<file path="config.mk">
export PLATFORM = sky130hd
export DESIGN_NAME = serial_rx_status
export DESIGN_NICKNAME = d
export VERILOG_FILES = /design/src/rtl/serial_rx_pkg.sv /design/src/rtl/srx_parity.sv /design/src/rtl/srx_framer.sv /design/src/rtl/srx_holding.sv /design/src/rtl/serial_rx_status.sv
export SDC_FILE = /design/constraint.sdc
export NUM_CORES = 1
export LEC_CHECK = 0
export BUFFER_PORTS_ARGS = -buffer_cell sky130_fd_sc_hd__buf_4
export CORE_ASPECT_RATIO = 1.75
export CORE_UTILIZATION = 55
export CTS_CLUSTER_DIAMETER = 60
export DETAILED_ROUTE_END_ITERATION = 10
export PLACE_DENSITY = 0.8
export SLEW_MARGIN = 5
export SYNTH_ARGS = -nofsm -noshare
export SYNTH_HDL_FRONTEND = slang
export SYNTH_SLANG_ARGS = --single-unit
</file>
<file path="constraint.sdc">
create_clock -name clk -period 2.2 [get_ports clk]
set_input_delay 0.44 -clock clk [delete_from_list [all_inputs] [get_ports clk]]
set_output_delay 0.44 -clock clk [all_outputs]
set_load 0.02 [all_outputs]
</file>
<file path="src/rtl/serial_rx_pkg.sv">
package serial_rx_pkg;

    typedef enum logic [1:0] {
        PAR_NONE = 2'b00,
        PAR_ZERO = 2'b01,
        PAR_ODD  = 2'b10,
        PAR_EVEN = 2'b11
    } par_mode_e;

    typedef enum logic [2:0] {
        S_IDLE  = 3'd0,
        S_START = 3'd1,
        S_DATA  = 3'd2,
        S_PAR   = 3'd3,
        S_STOP  = 3'd4,
        S_STOP2 = 3'd5
    } rx_state_e;

    localparam int STAT_W = 8;

endpackage

</file>
<file path="src/rtl/srx_parity.sv">
module srx_parity
    import serial_rx_pkg::*;
#(
    parameter int DATA_BITS = 8
) (
    input  logic [DATA_BITS-1:0] data_i,
    input  logic [1:0]           mode_i,
    input  logic                 par_bit_i,
    output logic                 par_err_o
);
    logic expect_bit;

    always_comb begin
        unique case (par_mode_e'(mode_i))
            PAR_ZERO: expect_bit = 1'b0;
            PAR_ODD:  expect_bit = ~(^data_i);
            PAR_EVEN: expect_bit = ^data_i;
            default:  expect_bit = par_bit_i;
        endcase
        par_err_o = (par_mode_e'(mode_i) != PAR_NONE) && (par_bit_i != expect_bit);
    end
endmodule

</file>
<file path="src/rtl/srx_framer.sv">
module srx_framer
    import serial_rx_pkg::*;
#(
    parameter int DATA_BITS = 8,
    parameter int OSR       = 16
) (
    input  logic                 clk,
    input  logic                 rst_n,
    input  logic                 run_i,
    input  logic                 tick_i,
    input  logic                 rxd_i,
    input  logic                 par_on_i,
    input  logic                 two_stop_i,
    output logic                 frm_valid_o,
    output logic [DATA_BITS-1:0] frm_data_o,
    output logic                 frm_par_o,
    output logic                 frm_stop_o
);
    localparam int CNT_W = $clog2(OSR);
    localparam int BIT_W = $clog2(DATA_BITS);
    localparam logic [CNT_W-1:0] MID_CNT  = CNT_W'(OSR / 2 - 1);
    localparam logic [CNT_W-1:0] LAST_CNT = CNT_W'(OSR - 1);
    localparam logic [BIT_W-1:0] LAST_BIT = BIT_W'(DATA_BITS - 1);

    typedef struct packed {
        rx_state_e            st;
        logic [CNT_W-1:0]     cnt;
        logic [BIT_W-1:0]     nbit;
        logic [DATA_BITS-1:0] shf;
        logic                 par;
        logic                 stop;
        logic                 valid;
    } frm_t;

    frm_t frm_q, frm_d;

    always_comb begin
        frm_d       = frm_q;
        frm_d.valid = 1'b0;
        if (!run_i) begin
            frm_d.st  = S_IDLE;
            frm_d.cnt = '0;
        end else if (tick_i) begin
            unique case (frm_q.st)
                S_IDLE: begin
                    if (!rxd_i) begin
                        frm_d.st  = S_START;
                        frm_d.cnt = '0;
                    end
                end
                S_START: begin
                    if (frm_q.cnt == MID_CNT) begin
                        frm_d.cnt  = '0;
                        frm_d.nbit = '0;
                        frm_d.st   = rxd_i ? S_IDLE : S_DATA;
                    end else begin
                        frm_d.cnt = frm_q.cnt + 1'b1;
                    end
                end
                S_DATA: begin
                    if (frm_q.cnt == LAST_CNT) begin
                        frm_d.cnt = '0;
                        frm_d.shf = {rxd_i, frm_q.shf[DATA_BITS-1:1]};
                        if (frm_q.nbit == LAST_BIT) begin
                            frm_d.st = par_on_i ? S_PAR : S_STOP;
                        end else begin
                            frm_d.nbit = frm_q.nbit + 1'b1;
                        end
                    end else begin
                        frm_d.cnt = frm_q.cnt + 1'b1;
                    end
                end
                S_PAR: begin
                    if (frm_q.cnt == LAST_CNT) begin
                        frm_d.cnt = '0;
                        frm_d.par = rxd_i;
                        frm_d.st  = S_STOP;
                    end else begin
                        frm_d.cnt = frm_q.cnt + 1'b1;
                    end
                end
                S_STOP: begin
                    if (frm_q.cnt == LAST_CNT) begin
                        frm_d.cnt   = '0;
                        frm_d.stop  = rxd_i;
                        frm_d.valid = 1'b1;
                        frm_d.st    = two_stop_i ? S_STOP2 : S_IDLE;
                    end else begin
                        frm_d.cnt = frm_q.cnt + 1'b1;
                    end
                end
                S_STOP2: begin
                    if (frm_q.cnt == LAST_CNT) begin
                        frm_d.cnt = '0;
                        frm_d.st  = S_IDLE;
                    end else begin
                        frm_d.cnt = frm_q.cnt + 1'b1;
                    end
                end
                default: frm_d.st = S_IDLE;
            endcase
        end
    end

    always_ff @(posedge clk or negedge rst_n) begin
        if (!rst_n) frm_q <= '0;
        else        frm_q <= frm_d;
    end

    assign frm_valid_o = frm_q.valid;
    assign frm_data_o  = frm_q.shf;
    assign frm_par_o   = frm_q.par;
    assign frm_stop_o  = frm_q.stop;
endmodule

</file>
<file path="src/rtl/srx_holding.sv">
module srx_holding #(
    parameter int DATA_BITS = 8
) (
    input  logic                 clk,
    input  logic                 rst_n,
    input  logic                 run_i,
    input  logic                 frm_valid_i,
    input  logic [DATA_BITS-1:0] frm_data_i,
    input  logic                 par_err_i,
    input  logic                 stop_i,
    input  logic                 data_rd_i,
    input  logic                 stat_rd_i,
    output logic [DATA_BITS-1:0] dat_o,
    output logic [2:0]           flags_o,
    output logic                 unread_o
);
    typedef struct packed {
        logic [DATA_BITS-1:0] dat;
        logic                 unread;
        logic                 pe;
        logic                 fe;
        logic                 ov;
    } hold_t;

    hold_t hold_q, hold_d;

    always_comb begin
        hold_d = hold_q;
        if (data_rd_i) hold_d.unread = 1'b0;
        if (stat_rd_i) begin
            hold_d.pe = 1'b0;
            hold_d.fe = 1'b0;
            hold_d.ov = 1'b0;
        end
        if (frm_valid_i) begin
            if (hold_q.unread) hold_d.ov  = 1'b1;
            else               hold_d.dat = frm_data_i;
            hold_d.unread = 1'b1;
            if (par_err_i) hold_d.pe = 1'b1;
            if (!stop_i)   hold_d.fe = 1'b1;
        end
        if (!run_i) begin
            hold_d.pe     = 1'b0;
            hold_d.fe     = 1'b0;
            hold_d.ov     = 1'b0;
            hold_d.unread = 1'b0;
        end
    end

    always_ff @(posedge clk or negedge rst_n) begin
        if (!rst_n) hold_q <= '0;
        else        hold_q <= hold_d;
    end

    assign dat_o    = hold_q.dat;
    assign flags_o  = {hold_q.pe, hold_q.fe, hold_q.ov};
    assign unread_o = hold_q.unread;
endmodule

</file>
<file path="src/rtl/serial_rx_status.sv">
module serial_rx_status
    import serial_rx_pkg::*;
#(
    parameter int DATA_BITS = 8,
    parameter int OSR       = 16
) (
    input  logic                 clk,
    input  logic                 rst_n,
    input  logic                 uart_en_i,
    input  logic                 rx_en_i,
    input  logic                 rxd_i,
    input  logic                 tick16_i,
    input  logic [1:0]           par_mode_i,
    input  logic                 two_stop_i,
    input  logic                 data_rd_i,
    input  logic                 stat_rd_i,
    output logic [DATA_BITS-1:0] rx_data_o,
    output logic [STAT_W-1:0]    rx_stat_o,
    output logic                 rx_done_o
);
    logic                 run;
    logic                 frm_valid;
    logic [DATA_BITS-1:0] frm_data;
    logic                 frm_par;
    logic                 frm_stop;
    logic                 par_err;
    logic [2:0]           flags;
    logic                 buf_unread;

    assign run = uart_en_i & rx_en_i;

    srx_framer #(.DATA_BITS(DATA_BITS), .OSR(OSR)) u_framer (
        .clk         (clk),
        .rst_n       (rst_n),
        .run_i       (run),
        .tick_i      (tick16_i),
        .rxd_i       (rxd_i),
        .par_on_i    (par_mode_i != PAR_NONE),
        .two_stop_i  (two_stop_i),
        .frm_valid_o (frm_valid),
        .frm_data_o  (frm_data),
        .frm_par_o   (frm_par),
        .frm_stop_o  (frm_stop)
    );

    srx_parity #(.DATA_BITS(DATA_BITS)) u_parity (
        .data_i    (frm_data),
        .mode_i    (par_mode_i),
        .par_bit_i (frm_par),
        .par_err_o (par_err)
    );

    srx_holding #(.DATA_BITS(DATA_BITS)) u_hold (
        .clk         (clk),
        .rst_n       (rst_n),
        .run_i       (run),
        .frm_valid_i (frm_valid),
        .frm_data_i  (frm_data),
        .par_err_i   (par_err),
        .stop_i      (frm_stop),
        .data_rd_i   (data_rd_i),
        .stat_rd_i   (stat_rd_i),
        .dat_o       (rx_data_o),
        .flags_o     (flags),
        .unread_o    (buf_unread)
    );

    assign rx_stat_o = {{(STAT_W-3){1'b0}}, flags};
    assign rx_done_o = frm_valid;
endmodule

</file>
# --- Yosys cells after proc, flatten, opt, wreduce, memory -nomap -nowiden ---
# Cells that the tools add are included.
# Widths: inputs -> output; s select.
word_totals:
  memories: 0
  latchBits: 0
  wordCells: 89
  ff_bits: 33
  romBits: 0
  in_bits: 11
  out_inout_bits: 17
  ram_bits: 0
op_classes:
  bitwise_logic: 3
  n_reduce_logical: 13
  n_shift: 0
  order_cmp: 0
  mux: 34
  add_sub_neg: 2
  div: 0
  n_eq_ne: 25
  n_mul: 0
op_table:
  columns: ["cell", "count"]
  rows:
  - ["$mux 3", 11]
  - ["$ne 3x3->1 const B", 8]
  - ["$mux 21", 1]
  - ["$pmux 3 s6", 1]
  - ["$mux 4", 4]
  - ["$mux 7", 2]
  - ["$pmux 4 s3", 1]
  - ["$reduce_and 4->1", 3]
  - ["$mux 11", 1]
  - ["$eq 3x3->1 const B", 3]
  - ["$mux 8", 1]
  - ["$reduce_and 8->1", 1]
  - ["$reduce_xor 8->1", 1]
  - ["$mux 1", 7]
  - ["$eq 3x2->1 const B", 2]
  - ["$mux 2", 3]
  - ["$pmux 3 s2", 1]
  - ["$reduce_and 6->1", 1]
  - ["$add 4x1->4 const B", 1]
  - ["$eq 2x2->1 const B", 2]
  - ["$eq 4x3->1 const B", 1]
  - ["$eq 4x4->1 const B", 1]
  - ["$ne 2x1->1 const B", 2]
  - ["$ne 2x2->1 const B", 2]
  - ["14 further kinds", 16]

# --- Longest topological paths before layout ---
depth:
  depth_word: 8
  mapped_depth: 8

# --- Hierarchy ---
# A second synthesis with hierarchy kept.
unflattened:
  hier_cells: 168
  area_unflattened_um2: 1911.8
modules_own_cells:
  columns: ["module", "area_each_um2", "instances", "seq_area_each_um2", "cells_per_inst"]
  rows:
  - ["srx_framer", 1232.4, 1, 525.5, 114]
  - ["srx_holding", 515.5, 1, 300.3, 33]
  - ["srx_parity", 110.1, 1, 0.0, 13]
  - ["serial_rx_status", 53.8, 1, 0.0, 8]

# --- Least setup slack after synthesis ---
# No wires, ideal clock.
synth_path:
  path_kind: "flip-flop to flip-flop"
  from: "register u_framer.frm_q[19] (netlist name)"
  to: "register u_framer.frm_q[17] (netlist name)"
  path_stages_with_launch: 8
  path_buffers: 1
  arrival_ns: 1.660
  required_time_ns: 2.072
  slack_ns: 0.412
  setup_time_ns: 0.128
  period_less_slack_ns: 1.788
  path_cell_list: "dfrtp_1 buf_2 inv_1 ha_1 or2_2 a31oi_1 or2_1 o31ai_1"
synth_between:
  elab_chain_len: 5
synth_rtl:
  columns: ["element", "line", "source"]
  rows:
  - ["start, declared", "srx_framer.sv:35", "frm_t frm_q, frm_d;"]
  - ["start signal, assigned", "srx_framer.sv:107", "else frm_q <= frm_d;"]
  - ["$eq 3x2->1 or $eq 3x3->1 (tied branches)", "srx_framer.sv:44", "unique case (frm_q.st)"]
  - ["$reduce_or 4->1 (no source line)", null, null]
  - ["$pmux 4 s3", "srx_framer.sv:44", null]
  - ["$mux 21", "srx_framer.sv:43", "end else if (tick_i) begin"]
  - ["$mux 7", "srx_framer.sv:40", "if (!run_i) begin"]
# Parallel ways exist; a longest one is shown, timed or not. The select of a mux whose other input is x is not followed.
# A chain may end at the register's enable or synchronous reset.

# --- Worst setup path after layout ---
layout_path:
  from: "register u_framer.frm_q[19] (netlist name)"
  to: "register u_framer.frm_q[15] (netlist name)"
# Same word-level chain as after synthesis.

==> impl_results.md <==
* Status: finished, final reports clean
* Pwr Density at 582 nW/um^2
* Skew final at 6.18 ps
* PortBufs at 22
* CTS Buffer Depth at 2
* DR WL/cell at 15.6 um
* Residual DRC at 0
* Chip width at 43.9 um
* Die area at 3310 sq um
* Slew Viols, Final at 0
* DRT Wirelength at 3190 um
* Max Freq at 0.500 GHz
* #FFs+latches synth at 33
* Fin crit share at 90.9%
* Remaining global-route overflow at 0
* RSZ-0062 raised after global routing: false
* Clk network pwr share at 39.9%
* First-pass GRT wire length at 5430 um
* Crit path required time at 2360 ps
* Dpl cells at 197
* Largest net degree at the start of global routing at 34
* Nets@finish at 191
* Seq/Total Area, Yosys at 48.9%
* Pleak at 0.956 nW
* Sw Share at 22.3%
* Share of layout cells above drive strength 1 at 31.3%
* Worst hold path class: input pin to async pin
* Initial DRC Count at 34
* # IOs at 28
* Layout filler cell count at 234
* Sequential Power Share at 54.2%
* Core Region at 2930 sq um
* Ant diodes at 0
* DP Wirelength at 2390 um
* Die Ht at 75.3 um
* Latest clock arrival within the worst-skew pair at 280 ps
* Peak VDD IR at 539 uV
* Int Power at 0.880 mW
* MaxCap Viol Count at 0
* Vias in the first global route at 1260
* Setup TNS at 0 ps
* H-tree depth at 2
* Synth Instances at 150
* Initial core utilization at 57.7%
* Multi-input logic area at 796 sq um
* Vias post-DR at 1196
* Unique masters post-synth at 41
* Pre-Repair DR Iteration Count at 6
* Gr usage total at 22.6%
* Routed Antenna Nets at 0
* Avg Inst Size Synth at 11.3 sq um
* Setup slack, reg-to-reg at 200 ps
* Clock-pin transition on the worst setup and hold timing paths at 60 ps
* Critical Path AT at 2160 ps
* Row cnt at 26
* Fin cells at 204
* Postcts setup bufs at 0
* CP Max Fanout at 9
* FF-to-FF Start: u_framer.frm_q[19]
* Hold Buf Count CTS at 0
* CTS tree: done
* CP startpoint kind: register
* Area growth, synth to finish at 15.1%
* Gate power share at 5.9%
* Routability cong. at 0.891
* YS warnings at 0
* Post-CTS resize count at 0
* Post-DR vias/cell at 5.86
* # setup viols final at 0
* Synthesized area at 1690 sq um
* Crit end category: register
* Register area at 826 sq um
* TritonCTS sink count at 33
* R2r endpoint: u_framer.frm_q[15]
* Final min period at 2000 ps
* Final hold vios at 0
* CTS buffer count at 5
* Net switching power at 0.252 mW
* Root buf cell: clkbuf_8
* Initial antenna violation count at 0
* Reg2Reg Depth at 6
* Critical path class: register to register
-- power groups by stage --
stage / clock network, mW / logic [mW] / registers [mW]
finish: 0.452 / 0.0668 / 0.613
global route: 0.489 / 0.0747 / 0.613
CTS: 0.468 / 0.0678 / 0.613
detailed placement: 0 / 0.0677 / 0.624
global placement: 0 / 0.0646 / 0.624
floorplan: 0 / 0.0425 / 0.621
-- layout make-up --
| cell class | instances | area share [%] |
|---|---|---|
| Timing Repair Buffer | 23 | 8.87 |
| Inverter | 8 | 1.54 |
| Tap cell | 28 | 1.80 |
| Sequential cell | 33 | 42.4 |
| Clock buffer | 7 | 4.44 |
| Multi-Input combinational cell | 105 | 40.9 |
-- sequential cells by signal (all words and copies together), names as in the netlist --
name and cells:
u_hold.unread_o 1, u_framer.frm_q 10, u_framer.frm_data_o 8, u_hold.dat_o 8, u_framer.frm_valid_o 1, u_framer.frm_par_o 1
u_hold.flags_o 3, u_framer.frm_stop_o 1
-- critical path, cell delays in order (launching register included) --
cell and delay [ps]:
dfrtp_1 490, inv_1 120, ha_1 330, or2_2 290, a31oi_1 350, or2_1 200
o21ai_0 90
-- per-stage QoR --
| step | power, mW | instance area, sq um | hold WS [ps] | worst slack [ps] | util [%] |
|---|---|---|---|---|---|
| final | 1.13 | 1950 | 81.6 | 199 | 66.5 |
| after global routing | 1.18 | 1950 | 120 | 15.7 | 66.5 |
| after global placement | 0.688 | 1860 | 396 | 333 | 63.5 |
| after floorplan | 0.663 | 1710 | 144 | 412 | - |
| after CTS | 1.15 | 1950 | 102 | 200 | 66.5 |
| after detailed placement | 0.692 | 1860 | 408 | 210 | 63.5 |
-- kinds of logic after synthesis --
family	after synthesis	share of synthesized area, %
and+or+nand+nor	40	13.0
DFF	33	48.9
AOI/OAI and AO/OA	26	10.4
muxes	22	14.6
buffers and inverters	16	4.96
xor gates and xnor gates	8	4.96
adders and majority gates	4	2.96
other	1	0.222
-- cells in the mapped netlist (all sizes together) --
| cell | number | share of area (%) |
|---|---|---|
| and2 | 2 | 0.74 |
| nand2b | 1 | 0.37 |
| ha | 4 | 3.0 |
| xnor2 | 7 | 3.6 |
| a2111oi | 1 | 0.52 |
| nor3 | 3 | 0.89 |
| buf | 7 | 3.0 |
| conb | 1 | 0.22 |
| nor2b | 1 | 0.37 |
| or4b | 1 | 0.59 |
| a21o | 1 | 0.44 |
| a22o | 2 | 1.0 |
| and3 | 2 | 0.74 |
| a22oi | 2 | 0.89 |
| inv | 8 | 1.8 |
| o21ai | 8 | 2.4 |
| o22ai | 1 | 0.37 |
| nor3b | 2 | 1.2 |
| clkbuf | 1 | 0.22 |
| xnor3 | 1 | 1.3 |
| dfrtp | 33 | 49 |
| mux2 | 21 | 14 |
| nor4 | 2 | 1.6 |
| mux2i | 1 | 0.59 |
| a31oi | 1 | 0.37 |
| nand3 | 6 | 1.8 |
| or2 | 2 | 0.74 |
| a21oi | 4 | 1.2 |
| nor2 | 10 | 2.2 |
| o31ai | 1 | 0.44 |
| a41oi | 1 | 0.96 |
| a311oi | 1 | 0.52 |
| o211ai | 3 | 1.3 |
| nand2 | 8 | 1.8 |
-- worst max path at each step --
stage	startpoint	to	slack (ps)
6_report	u_framer.frm_q[19]	u_framer.frm_q[15]	200
4_1_cts	u_framer.frm_q[19]	u_framer.frm_q[15]	200
3_3_place_gp	u_framer.frm_q[19]	u_framer.frm_q[17]	330
3_5_place_dp	u_framer.frm_q[19]	u_framer.frm_q[15]	210
2_1_floorplan	u_framer.frm_q[19]	u_framer.frm_q[17]	410
5_1_grt	u_framer.frm_q[19]	u_framer.frm_q[15]	20
-- routing by layer --
layer / routed length, um / vias to the layer above / GRT usage [%]
met5: 0 / - / 0
met4: 121 / 0 / 16.8
met3: 147 / 13 / 4.50
met2: 1730 / 39 / 37.0
met1: 1180 / 575 / 25.8
li1: - / 569 / -
-- cell usage in the layout, fill, tap and decap left out, types with 4 or more instances in the layout --
master    count
dfrtp_1      33
buf_4        23
mux2_2       21
nor2_1       10
nand2_1       8
inv_1         7
xnor2_1       7
o21ai_0       7
nand3_1       6
clkbuf_8      6
conb_1        5
a21oi_1       4
ha_1          4
(Power assumes the default switching activity.)
